--- config.mk ---
export PLATFORM = sky130hd
export DESIGN_NAME = pair_hazard_detect
export DESIGN_NICKNAME = d
export VERILOG_FILES = /design/src/rtl/hazdet_pkg.sv /design/src/rtl/hazdet_datapath.sv /design/src/rtl/hazdet_control.sv /design/src/rtl/pair_hazard_detect.sv
export SDC_FILE = /design/constraint.sdc
export NUM_CORES = 1
export LEC_CHECK = 0
export CORE_ASPECT_RATIO = 0.6
export CORE_MARGIN = 3
export CORE_UTILIZATION = 43
export CTS_CLUSTER_DIAMETER = 30
export DETAILED_ROUTE_END_ITERATION = 12
export GPL_TIMING_DRIVEN = 0
export PLACE_DENSITY = 0.8
export SLEW_MARGIN = 40
export SYNTH_ARGS = -nofsm -noshare
export SYNTH_HDL_FRONTEND = slang
export SYNTH_SLANG_ARGS = --single-unit
--- constraint.sdc ---
create_clock -name clk -period 2.55 [get_ports clk]
set_input_delay 0.255 -clock clk [delete_from_list [all_inputs] [get_ports clk]]
set_output_delay 0.255 -clock clk [all_outputs]
set_load 0.02 [all_outputs]
--- src/rtl/hazdet_pkg.sv ---
package hazdet_pkg;

  typedef enum logic [1:0] {
    DST_NONE = 2'd0,
    DST_REG  = 2'd1,
    DST_MEM  = 2'd2,
    DST_RSVD = 2'd3
  } dstKind_e;

  typedef enum logic [1:0] {
    SRC_IMM  = 2'd0,
    SRC_REG  = 2'd1,
    SRC_BASE = 2'd2,
    SRC_RSVD = 2'd3
  } srcKind_e;

  // Strobes from the control module to the datapath
  typedef struct packed {
    logic countClr;
    logic countInc;
  } ctlStrobe_t;

endpackage

--- src/rtl/hazdet_datapath.sv ---
module hazdet_datapath
  import hazdet_pkg::*;
#(
  parameter int NUM_SRC = 3,
  parameter int REG_W   = 5,
  parameter int CNT_W   = 16
) (
  input  logic                     clk,
  input  logic [1:0]               oldDstKind,
  input  logic [REG_W-1:0]         oldDstReg,
  input  logic [NUM_SRC*2-1:0]     newSrcKind,
  input  logic [NUM_SRC*REG_W-1:0] newSrcReg,
  input  logic [1:0]               newDstKind,
  input  logic [REG_W-1:0]         newDstReg,
  input  ctlStrobe_t               strobe,
  output logic [NUM_SRC:0]         slotHit,
  output logic                     cntFull,
  output logic [CNT_W-1:0]         hazardCount
);

  localparam int NUM_SLOT = NUM_SRC + 1;
  localparam logic [CNT_W-1:0] CNT_MAX = {CNT_W{1'b1}};

  dstKind_e olderKind;
  dstKind_e youngerKind;

  assign olderKind   = dstKind_e'(oldDstKind);
  assign youngerKind = dstKind_e'(newDstKind);

  // One comparator per read slot; the last slot is the younger memory base
  for (genvar g = 0; g < NUM_SLOT; g++) begin : gSlot
    srcKind_e         kind;
    logic [REG_W-1:0] regNum;
    logic             hit;

    if (g < NUM_SRC) begin : gPlain
      assign kind   = srcKind_e'(newSrcKind[g*2 +: 2]);
      assign regNum = newSrcReg[g*REG_W +: REG_W];
    end else begin : gStoreBase
      assign kind   = (youngerKind == DST_MEM) ? SRC_BASE : SRC_IMM;
      assign regNum = newDstReg;
    end

    always_comb begin
      case (olderKind)
        DST_REG: hit = ((kind == SRC_REG) || (kind == SRC_BASE)) &&
                       (regNum == oldDstReg);
        DST_MEM: hit = (kind == SRC_BASE);
        default: hit = 1'b0;
      endcase
    end

    assign slotHit[g] = hit;
  end

  logic [CNT_W-1:0] countQ;

  always_ff @(posedge clk) begin
    if (strobe.countClr) begin
      countQ <= '0;
    end else if (strobe.countInc) begin
      countQ <= countQ + 1'b1;
    end
  end

  assign cntFull     = (countQ == CNT_MAX);
  assign hazardCount = countQ;

endmodule

--- src/rtl/hazdet_control.sv ---
module hazdet_control
  import hazdet_pkg::*;
#(
  parameter int NUM_SLOT = 4
) (
  input  logic                rst,
  input  logic                pairValid,
  input  logic                oldFlagWr,
  input  logic                newFlagRd,
  input  logic [NUM_SLOT-1:0] slotHit,
  input  logic                cntFull,
  output logic                depOut,
  output ctlStrobe_t          strobe
);

  logic flagHit;
  logic anySlot;

  assign flagHit = oldFlagWr & newFlagRd;
  assign anySlot = |slotHit;
  assign depOut  = pairValid & (flagHit | anySlot);

  always_comb begin
    strobe.countClr = rst;
    strobe.countInc = depOut & ~cntFull & ~rst;
  end

endmodule

--- src/rtl/pair_hazard_detect.sv ---
module pair_hazard_detect
  import hazdet_pkg::*;
#(
  parameter int NUM_SRC = 3,
  parameter int REG_W   = 5,
  parameter int CNT_W   = 16
) (
  input  logic                     clk,
  input  logic                     rst,
  input  logic                     pairValid,
  input  logic [1:0]               oldDstKind,
  input  logic [REG_W-1:0]         oldDstReg,
  input  logic                     oldFlagWr,
  input  logic [NUM_SRC*2-1:0]     newSrcKind,
  input  logic [NUM_SRC*REG_W-1:0] newSrcReg,
  input  logic [1:0]               newDstKind,
  input  logic [REG_W-1:0]         newDstReg,
  input  logic                     newFlagRd,
  output logic                     depOut,
  output logic [CNT_W-1:0]         hazardCount
);

  localparam int NUM_SLOT = NUM_SRC + 1;

  logic [NUM_SLOT-1:0] slotHit;
  logic                cntFull;
  ctlStrobe_t          strobe;

  hazdet_datapath #(
    .NUM_SRC(NUM_SRC),
    .REG_W  (REG_W),
    .CNT_W  (CNT_W)
  ) u_dp (
    .clk        (clk),
    .oldDstKind (oldDstKind),
    .oldDstReg  (oldDstReg),
    .newSrcKind (newSrcKind),
    .newSrcReg  (newSrcReg),
    .newDstKind (newDstKind),
    .newDstReg  (newDstReg),
    .strobe     (strobe),
    .slotHit    (slotHit),
    .cntFull    (cntFull),
    .hazardCount(hazardCount)
  );

  hazdet_control #(
    .NUM_SLOT(NUM_SLOT)
  ) u_ctl (
    .rst      (rst),
    .pairValid(pairValid),
    .oldFlagWr(oldFlagWr),
    .newFlagRd(newFlagRd),
    .slotHit  (slotHit),
    .cntFull  (cntFull),
    .depOut   (depOut),
    .strobe   (strobe)
  );

endmodule

Word-level counts from Yosys, hierarchy flattened
Cells that the tools add are included.

cells by class
  add/subtract/negate cells = 1
  multiply operators = 0
  div/mod/pow operators = 0
  $lt $le $gt $ge = 0
  equality and inequality tests = 16
  shift operators = 0
  muxes and demuxes = 5
  bitwise logic cells = 7
  reductions and logical operators = 9

operator list
  kind                   number
  $eq 5x5->1             4
  $add 16x1->16 const B  1
  $eq 16x16->1 const B   1
  $eq 2x2->1 const B     6
  $eq 2x1->1 const B     5
  $pmux 1 s2             4
  $and 1x1->1            4
  $logic_and 1x1->1      4
  $logic_or 1x1->1       4
  $reduce_or 4->1        1
  $mux 2                 1
  $not 1->1              2
  $or 1x1->1             1

storage, ports and cells
  bits in registers = 16
  bits in latches = 0
  bits in writable memories = 0
  bits in read-only memories = 0
  bits of input ports = 40
  output and inout port bits = 17
  logic and storage cells = 39
  memories kept = 0

Depth between registers and ports, before layout
  word-level depth = 11
  mapped depth = 8
  gate-level depth less buffers = 7

By module
A second synthesis with hierarchy kept.

unflattened totals
  cell total of the unflattened synthesis = 137
  area total of the unflattened synthesis = 1164.9 µm²

modules (own cells, without submodules)
  module           times used  cells each  area each (µm²)  seq. area each (µm²)
  hazdet_datapath  1           131         1128.6           320.3
  hazdet_control   1           6           36.3             0.0

Least setup slack after synthesis
OpenSTA, ideal clock, no wires.

  path type = reg2reg
  start = register u_dp.countQ[0], in the netlist u_dp.hazardCount[0]
  end = register u_dp.countQ[10], in the netlist u_dp.hazardCount[10]
  setup time = 0.121 ns
  data arrival time = 2.171 ns
  data required time = 2.429 ns
  slack = 0.258 ns
  cell stages (with the launch flop) = 9
  path buffers = 1
  period minus slack after synthesis = 2.292 ns
  cell sequence = dfxtp_1 ha_1 nand3_1 or4_4 and3_4 a21boi_4 buf_6 a21oi_2 mux2_4

on the way
  longest elaborated chain between the ends = 4
  elaborated cells between the ends (all ways) = 5
  classes of those cells = add/sub (1); eq/ne (1); bitwise (3)

ends and longest elaborated chain
  what                                                                   RTL line               RTL
  start, declared                                                        hazdet_datapath.sv:56  logic [CNT_W-1:0] countQ;
  start signal, assigned                                                 hazdet_datapath.sv:62  countQ <= countQ + 1'b1;
  parallel branches: the longest is 4 deep, another holds $add 16x1->16  n/a

Parallel ways; which one is timed is not known.
A chain may end at the register's enable or synchronous reset.

Final worst setup path
  start = input port newSrcKind[4]
  end = output port depOut

on the way
  longest elaborated chain between the ends = 7
  elaborated cells between the ends (all ways) = 8
  classes of those cells = eq/ne (2); mux (1); bitwise (2); reduce/logical (3)

ends and longest elaborated chain
  what                                      RTL line                                      RTL
  start, declared                           pair_hazard_detect.sv:14                      input logic [NUM_SRC*2-1:0] newSrcKind,
  $eq 2x1->1 or $eq 2x2->1 (tied branches)  hazdet_datapath.sv:46, hazdet_datapath.sv:48
  $logic_or 1x1->1                          hazdet_datapath.sv:46                         DST_REG: hit = ((kind == SRC_REG) || (kind == SRC_BASE)) &&
  $logic_and 1x1->1                         hazdet_datapath.sv:46
  $pmux 1 s2 *                              hazdet_datapath.sv:45                         case (olderKind)
  $reduce_or 4->1 *                         hazdet_control.sv:20                          assign anySlot = |slotHit;
  $or 1x1->1 *                              hazdet_control.sv:21                          assign depOut = pairValid & (flagHit | anySlot);
  $and 1x1->1 *                             hazdet_control.sv:21
  end, declared                             pair_hazard_detect.sv:19                      output logic depOut,

Mark *: on every way between the ends. The rest lies on a longest branch, timed or not.

==> flow_summary.yaml <==
setup_path:
  crit_type: "input port to primary output"
  cp.required_ns: 2.30
  crit_arrival_ns: 2.20
  critPathLaunchType: "input port"
  endpoint_kind: "primary output"
  critPathMaxFanout: 3
floorplanning:
  die_area_mm2: 0.00398
  start_util_pct: 46.7
  core_area_mm2: 0.00298
  fp-row-count: 15
  io_pins: 57
  die_x_um: 79.5
  floorplan.die.height_um: 50.1
clock_tree:
  h-tree-depth: 1
  cts_made_buffers: 3
  root_buffer: "clkbuf_8"
  tritoncts: "built"
  clk_pin_slew_ns: 0.06
  cts.path.max_buffers: 2
  clock_latency_ns: 0.25
  numClockSinks: 16
  hold_buffers: 0
detailed_routing:
  drt_iter0_markers: 118
  routedWlPerCell_um: 16.6
  num_vias: 1384
  drc_errors: 0
  drtPass1Iterations: 4
  wl_mm: 4.33
  via_per_inst: 5.32
  antenna_left: 0
cells_and_area:
  instances_no_fill: 260
  final_common_cell: "clkdlybuf4s50_1"
  syn_to_final_growth_pct: 49.7
  fin_nets: 266
  utilization_pct: 69.9
  final_cell_mix: "50 x clkdlybuf4s50_1, 20 x nor2_1, 18 x xnor2_1"
  multi_input_area_mm2: 0.00106
  drive_above_1_share_pct: 17.9
  largest_register_ffs: 16
  antenna_cells: 0
  fillers: 222
  seqCellArea_um2: 320
yosys:
  ys_top_cells_by_area: "dfxtp_1 23%, xnor2_1 11%, mux2_2 6.5%, mux2_4 6.5%, ha_1 5.4%"
  yosys_register_bits: 16
  seq_area_frac_synth_pct: 23.0
  synthArstFlopShare_pct: 0
  synth.cell_area_mm2: 0.00139
  synthDistinctLibCells: 34
  synth_top_cell_area_share_pct: 23.0
  synth_edf_count: 0
  synth_top_area_cell: "dfxtp_1"
  yosys_most_used_dff: "dfxtp_1"
  synthCells: 162
  synth_warnings: 0
  syn_area_per_cell_um2: 8.60
  synth_nets: 208
power:
  p_int_mw: 0.455
  p_seq_share_pct: 40.8
  ir_drop_mv: 0.150
  switching_share_pct: 26.7
  combPwrFrac_pct: 28.3
  switching_power_mw: 0.165
  power.leakage_nw: 0.755
  power.density_mw_per_mm2: 298
  power_frac_clock_pct: 30.9
sta:
  setup_viol_count_final: 0
  finalWorstSetupSlack_ns: 0.0912
  period_needed_ns: 2.46
  hold_slack_ns: 0.438
  hold_violations: 0
  tns_ns: 0
  fmax_mhz: 407
  maxSlewHeadroom_pct: 61.9
  maxSlewViolCount: 0
  finalCritPeriodShare_pct: 96.4
  worstMarginPinSlew_ns: 0.569
  skew_ns: 0.00137
global_route:
  grt_pass1_vias: 1371
  antenna_found_initial: 0
  grt_max_degree: 11
  grt_pass1_wl_mm: 6.71
  gr-usage-all-layers_pct: 21.8
  overflow: 0
status:
  status: "finished, final reports clean"
placed_design:
  post-dp-hpwl_mm: 3.42
  dp.cells: 256
  place_ws_ns: -0.728
  port_buffers: 52
  place_congestion: 0.903
run:
  max-cap-violations: 0
min_path:
  hold_path.class: "input port to flop"
area by class of cell:
cell class	count	area share [%]
well taps	42	2.52
repair buffers	53	25.5
flip-flops and latches	16	15.4
plain buffers	8	2.04
clock buffers	3	1.98
multi-input cells	128	50.8
inverters	10	1.80
final timing paths:
kind	from	endpoint	slack (ns)	cells after the start
max reg2reg	u_dp.hazardCount[0]$_SDFFE_PP0P_	u_dp.hazardCount[4]$_SDFFE_PP0P_	0.14	8
min	rst	u_dp.hazardCount[0]$_SDFFE_PP0P_	0.44	2
max	newSrcKind[4]	depOut	0.09	8
min reg2reg	u_dp.hazardCount[0]$_SDFFE_PP0P_	u_dp.hazardCount[0]$_SDFFE_PP0P_	0.51	2
cell families (layout without fill, tap and decap cells):
logic type | after synthesis | count (layout) | share of synthesized area (%)
buffers and inverters | 18 | 74 | 5.75
AND/OR/NAND/NOR | 64 | 64 | 26.0
multiplexers | 14 | 14 | 12.9
adder cells (fa/ha/maj) | 6 | 6 | 5.39
flip-flops | 16 | 16 | 23.0
AO/OA/AOI/OAI | 24 | 24 | 14.4
XOR/XNOR | 20 | 20 | 12.6
critical path, cell delays in order:
cell and delay, ns:
clkdlybuf4s50_1 0.46, inv_1 0.04, ha_1 0.22, o41ai_4 0.39, o21ai_2 0.13, o41ai_4 0.27, a21boi_0 0.15, clkdlybuf4s15_2 0.27
cell usage after synthesis (all sizes together) (3+ instances only):
cell      n
a21boi    3
and3      3
dfxtp    16
nand4    11
mux2     14
nor2b    12
nand2     6
ha        6
a21oi    10
xnor2    18
nand3     6
clkbuf    6
a2111oi   3
nor2     20
inv      10
timing repair:
action / 4_1_cts / 5_1_grt
gates cloned: 0 / 0
setup buffers: 0 / 1
resized for setup: 9 / 7
endpoints found under the setup margin: 4 / 3
pin swaps: 2 / 1
per-layer routing:
layer / up-vias / routed length (um) / global-route usage (%)
met5: - / 0 / 0
met4: 0 / 53 / 3.43
met3: 7 / 287 / 4.20
met2: 62 / 2080 / 35.7
met1: 632 / 1910 / 30.1
li1: 683 / - / -
power groups by stage:
stage	logic [mW]	clock network, mW	registers (mW)
after CTS	0.165	0.194	0.253
after global routing	0.190	0.204	0.253
after global placement	0.153	0	0.259
after detailed placement	0.161	0	0.259
after floorplan	0.0751	0	0.260
final	0.176	0.192	0.253
through the flow:
step                      power, mW  instance area, um2
final                         0.620                2080
after detailed placement      0.420                1970
after global placement        0.411                1970
after floorplan               0.336                1390
after global routing          0.647                2080
after CTS                     0.612                2030
(Power assumes the default switching activity.)
